==> config.mk <==
export PLATFORM = sky130hd
export DESIGN_NAME = rx_break_detect
export DESIGN_NICKNAME = d
export VERILOG_FILES = /design/src/rtl/rx_break_pkg.sv /design/src/rtl/rx_break_char_time.sv /design/src/rtl/rx_break_flag_encode.sv /design/src/rtl/rx_break_detect.sv
export SDC_FILE = /design/constraint.sdc
export NUM_CORES = 1
export LEC_CHECK = 0
export CAP_MARGIN = 20
export CORE_ASPECT_RATIO = 1.75
export CORE_MARGIN = 4
export CORE_UTILIZATION = 60
export CTS_BUF_LIST = sky130_fd_sc_hd__clkbuf_4
export DETAILED_ROUTE_END_ITERATION = 8
export PLACE_DENSITY = 0.81
export SLEW_MARGIN = 25
export SYNTH_ARGS = -nofsm -noshare
export SYNTH_HDL_FRONTEND = slang
export SYNTH_SLANG_ARGS = --single-unit
==> constraint.sdc <==
create_clock -name clk -period 7.3 [get_ports clk]
set_clock_uncertainty 0.1 [all_clocks]
set_input_delay 1.46 -clock clk [delete_from_list [all_inputs] [get_ports clk]]
set_output_delay 1.46 -clock clk [all_outputs]
set_load 0.1 [all_outputs]
==> src/rtl/rx_break_pkg.sv <==
package rx_break_pkg;

    localparam int FLAG_DATA_READY = 0;
    localparam int FLAG_PARITY     = 2;
    localparam int FLAG_FRAMING    = 3;
    localparam int FLAG_BREAK      = 4;
    localparam int FLAG_RX_ERROR   = 7;

    localparam int WORD_W = 16;

    typedef struct packed {
        logic        dummy;
    } unused_t;

endpackage

==> src/rtl/rx_break_char_time.sv <==
module rx_break_char_time #(
    parameter int DIV_W       = 16,
    parameter int OVERSAMPLE  = 16,
    parameter int BREAK_CHARS = 2,
    parameter int CHAR_W      = DIV_W + $clog2(OVERSAMPLE) + 5,
    parameter int THR_W       = CHAR_W + $clog2(BREAK_CHARS + 1)
) (
    input  logic             clk,
    input  logic             rst_n,
    input  logic [DIV_W-1:0] divisor,
    input  logic [1:0]       word_len,
    input  logic             parity_en,
    input  logic             two_stop,
    output logic [THR_W-1:0] threshold
);

    localparam int CFG_W = DIV_W + 4;

    typedef struct packed {
        logic              valid;
        logic [CFG_W-1:0]  cfg;
        logic [THR_W-1:0]  thr;
    } ct_state_t;

    ct_state_t st_d, st_q;
    logic [CFG_W-1:0] cfg_now;
    logic [3:0]       frame_bits;
    logic [CHAR_W-1:0] char_clks;

    assign cfg_now = {divisor, word_len, parity_en, two_stop};

    always_comb begin
        frame_bits = 4'd7 + {2'b00, word_len} + {3'b000, parity_en} + {3'b000, two_stop};
        char_clks  = CHAR_W'(divisor) * CHAR_W'(OVERSAMPLE) * CHAR_W'(frame_bits);
        st_d = st_q;
        if (!st_q.valid || (cfg_now != st_q.cfg)) begin
            st_d.valid = 1'b1;
            st_d.cfg   = cfg_now;
            st_d.thr   = THR_W'(char_clks) * THR_W'(BREAK_CHARS);
        end
    end

    always_ff @(posedge clk) begin
        if (!rst_n) begin
            st_q <= '0;
        end else begin
            st_q <= st_d;
        end
    end

    assign threshold = st_q.thr;

endmodule

==> src/rtl/rx_break_flag_encode.sv <==
module rx_break_flag_encode
    import rx_break_pkg::*;
(
    input  logic              parity_en,
    output logic [WORD_W-1:0] word
);

    logic [7:0] flags;

    always_comb begin
        flags = '0;
        flags[FLAG_DATA_READY] = 1'b1;
        flags[FLAG_FRAMING]    = 1'b1;
        flags[FLAG_BREAK]      = 1'b1;
        flags[FLAG_RX_ERROR]   = 1'b1;
        flags[FLAG_PARITY]     = parity_en;
        word = {flags, 8'h00};
    end

endmodule

==> src/rtl/rx_break_detect.sv <==
module rx_break_detect
    import rx_break_pkg::*;
#(
    parameter int DIV_W       = 16,
    parameter int OVERSAMPLE  = 16,
    parameter int BREAK_CHARS = 2
) (
    input  logic              clk,
    input  logic              rst_n,
    input  logic              rx_line,
    input  logic [DIV_W-1:0]  divisor,
    input  logic [1:0]        word_len,
    input  logic              parity_en,
    input  logic              two_stop,
    output logic              push_valid,
    output logic [WORD_W-1:0] push_word,
    output logic              abort_rx,
    output logic              break_active
);

    localparam int CHAR_W = DIV_W + $clog2(OVERSAMPLE) + 5;
    localparam int THR_W  = CHAR_W + $clog2(BREAK_CHARS + 1);
    localparam int CNT_W  = THR_W + 1;

    typedef struct packed {
        logic [CNT_W-1:0]  cnt;
        logic              latched;
        logic              push;
        logic              abort;
        logic [WORD_W-1:0] word;
    } det_state_t;

    det_state_t st_d, st_q;
    logic [THR_W-1:0]  threshold;
    logic [WORD_W-1:0] flag_word;

    rx_break_char_time #(
        .DIV_W       (DIV_W),
        .OVERSAMPLE  (OVERSAMPLE),
        .BREAK_CHARS (BREAK_CHARS),
        .CHAR_W      (CHAR_W),
        .THR_W       (THR_W)
    ) char_time_i (
        .clk       (clk),
        .rst_n     (rst_n),
        .divisor   (divisor),
        .word_len  (word_len),
        .parity_en (parity_en),
        .two_stop  (two_stop),
        .threshold (threshold)
    );

    rx_break_flag_encode flag_enc_i (
        .parity_en (parity_en),
        .word      (flag_word)
    );

    always_comb begin
        st_d       = st_q;
        st_d.push  = 1'b0;
        st_d.abort = 1'b0;
        st_d.word  = '0;
        if (rx_line) begin
            st_d.cnt     = '0;
            st_d.latched = 1'b0;
        end else if (st_q.cnt > CNT_W'(threshold)) begin
            if (!st_q.latched) begin
                st_d.latched = 1'b1;
                st_d.push    = 1'b1;
                st_d.abort   = 1'b1;
                st_d.word    = flag_word;
                st_d.cnt     = st_q.cnt + 1'b1;
            end else begin
                st_d.cnt = '0;
            end
        end else begin
            st_d.cnt = st_q.cnt + 1'b1;
        end
    end

    always_ff @(posedge clk) begin
        if (!rst_n) begin
            st_q <= '0;
        end else begin
            st_q <= st_d;
        end
    end

    assign push_valid   = st_q.push;
    assign push_word    = st_q.word;
    assign abort_rx     = st_q.abort;
    assign break_active = st_q.latched;

endmodule

# --- Word-level counts from Yosys, hierarchy flattened ---
# Index checks and enable logic that the tools add are counted.
totals:
  reg_bits: 89
  latchBits: 0
  ramBits: 0
  mem_bits_ro: 0
  inputBits: 23
  output_inout_bits: 19
  word_cells: 26
  mem_count: 0
op_classes:
  add_sub_neg: 4
  multipliers: 1
  n_div: 0
  n_lt_le_gt_ge: 1
  eq_ne: 1
  shifts: 0
  mux: 3
  bitwise_logic: 2
  n_reduce_logical: 5
op_table:
  columns: ["cell", "n"]
  rows:
  - ["28-bit two-way mux", 2]
  - ["28-bit by 1-bit adder with 28-bit output, second input constant", 1]
  - ["28-bit by 26-bit > comparator with 1-bit output", 1]
  - ["16-bit by 4-bit multiplier with 20-bit output", 1]
  - ["20-bit != test", 1]
  - ["18-bit two-way mux", 1]
  - ["4-bit by 1-bit adder with 4-bit output", 2]
  - ["3-bit by 2-bit adder with 4-bit output, first input constant", 1]
  - ["4-bit OR reduction", 1]
  - ["3-bit OR reduction", 1]
  - ["1-bit NOT", 2]
  - ["2-bit OR reduction", 1]
  - ["1-bit zero test", 1]
  - ["1-bit logical OR", 1]

# --- Longest topological paths before layout ---
# Gate-level depths: netlist (run 1).
logic_depth:
  word_depth: 4
  depth_mapped: 19
  ltp_nobuf: 18

# --- By module ---
# Synthesis (run 1) repeated with hierarchy kept, for this count alone.
unflattened:
  hier_cells: 802
  hier_area_um2: 7056.8
by_module_without_submodules:
  columns: ["mod", "n_inst", "cells_per_inst", "area_each_um2", "seq_area_each_um2"]
  rows:
  - ["rx_break_char_time", 1, 465, 3881.2, 820.8]
  - ["rx_break_detect", 1, 319, 3047.9, 920.9]
  - ["rx_break_flag_encode", 1, 18, 127.6, 0.0]

# --- Least setup slack after synthesis (run 1) ---
# Ideal clock, no wire load.
synth_path:
  path_kind: "input to register"
  startpoint: "in word_len[0]"
  endpoint: "reg char_time_i.st_q, in the netlist char_time_i.threshold[19]"
  setup_time_ps: 92
  arrival_ps: 5633
  t_required_ps: 7108
  setup_slack_ps: 1475
  path_stages: 18
  path_buffers: 1
  path_cell_list: "inv_1 ha_1 inv_1 ha_1 fa_1 xnor2_1 clkbuf_1 nand2_1 fa_1 inv_1 fa_1 fa_1 a211oi_1 o21ai_2 and3_1 o31a_1 o21a_1 o32ai_1"
synth_between:
  elab_chain_len: 4
  word_cells_on_any_way: 6
  cone_classes: "add/sub (3); mul (1); eq/ne (1); reduce/logical (1)"
synth_rtl:
  columns: ["element", "line", "source"]
  rows:
  - ["start, declared", "rx_break_detect.sv:12", "input logic [1:0] word_len,"]
  - ["3-bit by 2-bit adder with 4-bit output", "rx_break_char_time.sv:33", "frame_bits = 4'd7 + {2'b00, word_len} + {3'b000, parity_en} + {3'b000, two_stop};"]
  - ["4-bit by 1-bit adder with 4-bit output (2 in series)", "rx_break_char_time.sv:33", null]
  - ["16-bit by 4-bit multiplier with 20-bit output", "rx_break_char_time.sv:34", "char_clks = CHAR_W'(divisor) * CHAR_W'(OVERSAMPLE) * CHAR_W'(frame_bits);"]
  - ["end signal, assigned", "rx_break_char_time.sv:47", "st_q <= st_d;"]
  - ["end, declared", "rx_break_char_time.sv:25", "ct_state_t st_d, st_q;"]
# Parallel ways exist; a longest one is shown, timed or not.
# A chain may end at the register's enable or synchronous reset.

# --- Worst setup path in the final report (run 1) ---
layout_path:
  startpoint: "in word_len[0]"
  endpoint: "reg char_time_i.st_q, in the netlist char_time_i.threshold[21]"
# Same word-level chain as after synthesis.

==> results of run 1 <==
## cells by family after synthesis
| logic type | count (synthesis) | synth area share, % |
|---|---|---|
| xor gates and xnor gates | 53 | 8.01 |
| buffers and inverters | 126 | 9.70 |
| adders and majority gates | 78 | 20.6 |
| and+or+nand+nor | 226 | 21.1 |
| AOI/OAI and AO/OA | 116 | 15.7 |
| DFF | 72 | 24.9 |
| other | 1 | 0.0647 |
## metrics by stage
stage | instance area (µm²) | setup WS, ns
CTS | 6210 | 1.15
floorplan | 5830 | 1.47
detailed placement | 6080 | 0.664
finish | 6210 | 1.13
global route | 6210 | 0.840
global placement | 6080 | 0.839
## power by group
part	internal (µW)	switching [µW]	total, µW
Clock	101	147	248
Sequential	440	21.2	462
Combinational	310	424	734
Total	851	593	1440
## sequential cells by signal, summed over array words and instances (netlist names)
signal and count:
char_time_i.threshold 20, break_active 1, char_time_i.st_q 21, push_word 2, st_q 28
## path summary, 6_finish.rpt
| kind | slack, ns | depth (start not counted) | end |
|---|---|---|---|
| worst min register to register | 0.37 | 2 | char_time_i.threshold[11]$_SDFFE_PN0P_ |
| worst max register to register | 4.88 | 6 | char_time_i.threshold[23]$_SDFFE_PN0P_ |
| worst min-delay path | 0.37 | 2 | char_time_i.threshold[11]$_SDFFE_PN0P_ |
| worst max-delay path | 1.13 | 19 | char_time_i.threshold[21]$_SDFFE_PN0P_ |
## critical path, cell delays in order
cell and delay [ns]:
clkdlybuf4s50_1 0.51, inv_1 0.07, ha_1 0.27, inv_1 0.04, ha_1 0.20, fa_1 0.39, xnor2_1 0.18, buf_4 0.22
nand2_1 0.09, fa_1 0.52, inv_1 0.06, fa_1 0.53, fa_1 0.49, a211oi_1 0.36, o21ai_2 0.13, a31oi_1 0.31
o41a_1 0.26, xor2_1 0.16, o22ai_1 0.10
## layer usage
| layer | GRT usage, % | vias to the layer above |
|---|---|---|
| li1 | - | 2236 |
| met1 | 23.5 | 2135 |
| met2 | 40.8 | 65 |
| met3 | 3.32 | 23 |
| met4 | 10.5 | 0 |
| met5 | 0 | - |
## cell usage in the layout, fill, tap and decap left out, types with 4 or more instances in the layout
cell type	count
nor2b_1	17
and2_1	60
a211oi_1	18
a21boi_1	11
conb_1	11
nand2_1	63
nand3b_1	4
dfxtp_1	72
o21ai_0	10
a211oi_2	15
nand3_1	17
and3_1	11
clkdlybuf4s50_1	30
xnor2_1	31
a21o_1	4
inv_1	83
a21oi_1	21
and4_1	6
xor2_1	22
nor2_1	19
buf_4	6
fa_1	29
o211ai_1	4
nand4_1	13
ha_1	49
clkbuf_4	9
## cell type report
cell class | instances | share of cell area (%)
sequential | 72 | 23.2
clock buffer | 9 | 1.09
timing repair buffer | 36 | 5.56
antenna | 1 | 0.0403
clock inverter | 6 | 0.987
inverter | 83 | 5.02
tap | 122 | 2.46
multi-input combinational | 484 | 61.6
==> flow_summary.toml, run 1 <==
[outcome]
status = "completed"

[synthesis]
async_reset_ff_share_pct = 0
synth_area_um2 = 5790
ys_top_cells_by_count = "inv_1, dfxtp_1, nand2_1"
yosys_most_used_dff = "dfxtp_1"
synth_area_per_cell_um2 = 8.62
synthCells = 672
synth-edff-count = 0
ys_top_cells_by_area = "dfxtp_1, ha_1, fa_1"
yosys.area.top_type_share_pct = 24.9
yosys_warnings = 0
yosysSeqAreaShare_pct = 24.9
ys_types = 59
yosys.area.top_type = "dfxtp_1"
synth.most_common_cell = "inv_1"
ys_ff_latch = 72

[route]
wl_met3_um = 268
drt_wl_total_um = 11400
vias = 4459
ant_nets = 0
drc = 0
first_pass_iters = 4
routed.top_layer = "met4"
vias_per_cell = 5.48
met1_length_um = 4270
wire_per_inst_um = 14.0
drt_iter0_markers = 116
wl_met2_um = 6490

[sta]
rsz0062_at_grt = "false"
post-route-min-period_ns = 6.17
fmax_ghz = 0.162
setup_tns_ns = 0
tightest_slew_ns = 0.980
min_period_over_period_pct = 84.6
setup_viol = 0
finalHoldViolCount = 0
finalMaxSlewViolations = 0
slew_headroom_pct = 34.5
worst_hold_slack_ns = 0.365

[critical_path]
critPathLaunch = "word_len[0]"
worstSetupPathType = "input pin to flip-flop"
start_kind = "input pin"
path_max_fanout = 16
cp_data_arrival_time_ns = 6.36
cp-end-kind = "flip-flop"
crit-reg2reg-launch = "char_time_i.st_q[28]$_SDFFE_PN0P_"
required_ns = 7.48

[final_layout]
drive_gt1_share_pct = 6.52
fin_nets = 787
multi_input_area_um2 = 3830
syn2layout_area_growth_pct = 7.19
nFillCells = 809
final_cells = 813
utilization_pct = 65.6
regArea_um2 = 1440

[clocking]
cts_hold_buf = 0
cts-root-buf = "clkbuf_4"
numClockSinks = 72
numCtsBuffers = 9
clockBufferDepth = 2
post-cts-setup-buffers = 0
htreeDepth = 3
cts_tree = "yes"
clk_latency_ns = 0.43
cts_resized = 0
clk_pin_slew_ns = 0.12

[grt]
overflow = 0
antenna_found_initial = 1
grt_usage_pct = 22.2
grt_pass1_vias = 4624
grt_max_degree = 52
grt_pass1_wl_um = 20200

[floorplanning]
pin_count = 42
die_height_um = 138
start_util_pct = 61.2
die_area_um2 = 11400
coreArea_um2 = 9470
rows = 47
die-width_um = 82.3

[hold_path]
min_path_type = "flip-flop to flip-flop"
holdCritStartpoint = "char_time_i.threshold[11]$_SDFFE_PN0P_"

[placed_design]
dp.cells = 797
finalWeightedCongestion = 0.831
place_hpwl_um = 9030
io_buffers = 30

[power]
power_density_nw_per_um2 = 232
report.power.total_uw = 1440
ir_drop_uv = 168
p_leak_uw = 0.00267

[run]
drv_cap = 0
(Power assumes the default switching activity.)
==> inputs of run 2 (changes only) <==
--- a/config.mk
+++ b/config.mk
@@ -8,10 +8,10 @@
 export CAP_MARGIN = 20
 export CORE_ASPECT_RATIO = 1.75
 export CORE_MARGIN = 4
-export CORE_UTILIZATION = 60
+export CORE_UTILIZATION = 56
 export CTS_BUF_LIST = sky130_fd_sc_hd__clkbuf_4
 export DETAILED_ROUTE_END_ITERATION = 8
-export PLACE_DENSITY = 0.81
+export PLACE_DENSITY = 0.8
 export SLEW_MARGIN = 25
 export SYNTH_ARGS = -nofsm -noshare
 export SYNTH_HDL_FRONTEND = slang
==> constraint.sdc (replaced) <==
create_clock -name clk -period 5.4 [get_ports clk]
set_clock_uncertainty 0.1 [all_clocks]
set_input_delay 1.08 -clock clk [delete_from_list [all_inputs] [get_ports clk]]
set_output_delay 1.08 -clock clk [all_outputs]
set_load 0.1 [all_outputs]
==> run 2 against run 1 <==
Effect of this change: sequential share of layout area shrank 1.9 points; combinational power grew 84%; wire length grew 10%; core utilization grew 2.4 points; critical path depth shrank 2; final cell count grew 6.5%; sequential power grew 35%; non-clock buffer count grew 49; clock power grew 21%; flip-flop and latch count is the same; final area grew 9.1%.
==> flow_summary.toml, run 2 (synthesized netlist as in run 1, its figures left out) <==
[final_layout]
nFillCells = 808
final_common_cell = "inv_1"
final_cell_mix = "inv_1, dfxtp_1, nand2_1"
drive_gt1_share_pct = 17.2
multi_input_area_um2 = 4030
top_register = "st_q"
utilization_pct = 68.0
regArea_um2 = 1440
fin_nets = 836
syn2layout_area_growth_pct = 17.0
largest_register_ffs = 28

[route]
first_pass_iters = 7
drc = 0
drt_wl_total_um = 12600
wire_per_inst_um = 14.5
vias_per_cell = 5.47
ant_nets = 0
vias = 4734
drt_iter0_markers = 122

[grt]
grt_max_degree = 52
antenna_found_initial = 1
overflow = 0
grt_pass1_vias = 4810
grt_usage_pct = 21.3
grt_pass1_wl_um = 21200

[clocking]
cts_hold_buf = 0
clk_pin_slew_ns = 0.12
htreeDepth = 3
numClockSinks = 72
cts_tree = "yes"
cts-root-buf = "clkbuf_4"
clockBufferDepth = 2
numCtsBuffers = 9
clk_latency_ns = 0.46

[floorplanning]
die_area_um2 = 12100
pin_count = 42
die_height_um = 143
rows = 48
die-width_um = 84.9
start_util_pct = 58.1
coreArea_um2 = 9970

[power]
p_int_uw = 1340
ir_drop_uv = 192
p_leak_uw = 0.00293
combPwrFrac_pct = 59.3
power_density_nw_per_um2 = 335
power_switching_uw = 931
clockPowerShare_pct = 13.3
netSwitchingFraction_pct = 41.0
p_seq_share_pct = 27.5

[sta]
post-route-min-period_ns = 5.12
tightest_slew_ns = 1.01
rsz0062_at_grt = "false"
setup_tns_ns = 0
min_period_over_period_pct = 94.8
fmax_ghz = 0.195
finalMaxSlewViolations = 0
slew_headroom_pct = 32.6
worst_hold_slack_ns = 0.360
finalHoldViolCount = 0
setup_viol = 0
finalWorstSetupSlack_ns = 0.280

[critical_path]
required_ns = 5.60
path_max_fanout = 6
worstSetupPathType = "input pin to flip-flop"
start_kind = "input pin"
cp-end-kind = "flip-flop"
cp_data_arrival_time_ns = 5.32

[placed_design]
pre_cts_ws_ns = -0.666
io_buffers = 30
finalWeightedCongestion = 0.853
place_hpwl_um = 9570

[hold_path]
min_path_type = "flip-flop to flip-flop"

[outcome]
status = "completed"

[run]
drv_cap = 0
==> run 2: final cells by class <==
class                           count  area share [%]
Antenna cell                        1          0.0369
Clock buffer                        9           0.997
Clock inverter                      7           0.702
Inverter                           83            4.60
Multi-Input combinational cell    484            59.4
Sequential cell                    72            21.3
Tap cell                          125            2.31
Timing Repair Buffer               85            10.7
==> run 2: what timing repair did <==
item,CTS,global route
setup endpoints to repair,7,11
buffers inserted,0,3
gates cloned,0,0
resized for setup,9,32
pin swaps,5,22
==> run 2: worst max-delay path, cell delays in order <==
cell,delay (ns)
clkdlybuf4s50_1,0.47
ha_4,0.20
fa_2,0.38
xnor2_4,0.17
buf_6,0.14
buf_4,0.14
and2_1,0.16
fa_1,0.49
inv_1,0.05
fa_1,0.52
inv_1,0.04
ha_1,0.33
a211o_1,0.37
o21ai_2,0.22
a21oi_1,0.11
a21boi_0,0.29
o221ai_2,0.15
==> run 2: layer usage <==
layer,global-route usage (%),up-vias,wire (µm)
li1,-,2346,-
met1,21.5,2276,4770
met2,41.6,79,7090
met3,4.35,33,345
met4,8.84,0,378
met5,0,-,0
==> run 2: metrics by stage <==
stage	instances	area (µm²)	total power, µW
3_5_place_dp	847	6440	1840
6_report	866	6780	2270
4_1_cts	862	6600	2170
3_3_place_gp	847	6440	1790
5_1_grt	866	6780	2470
2_1_floorplan	682	5840	1440
==> run 2: path summary, 6_finish.rpt <==
kind / from / endpoint / slack [ns] / depth (start not counted)
max: parity_en / char_time_i.threshold[22]$_SDFFE_PN0P_ / 0.28 / 17
min: char_time_i.threshold[10]$_SDFFE_PN0P_ / char_time_i.threshold[10]$_SDFFE_PN0P_ / 0.36 / 2
max reg2reg: st_q[40]$_SDFF_PP0_ / st_q[39]$_SDFF_PP0_ / 2.64 / 8
min reg2reg: char_time_i.threshold[10]$_SDFFE_PN0P_ / char_time_i.threshold[10]$_SDFFE_PN0P_ / 0.36 / 2
==> run 2: power groups by stage <==
stage	combinational [µW]	clock (µW)	sequential, µW
after floorplan	808	0	631
after global placement	1160	0	634
after detailed placement	1200	0	637
after CTS	1230	308	625
after global routing	1510	330	633
final	1350	301	624
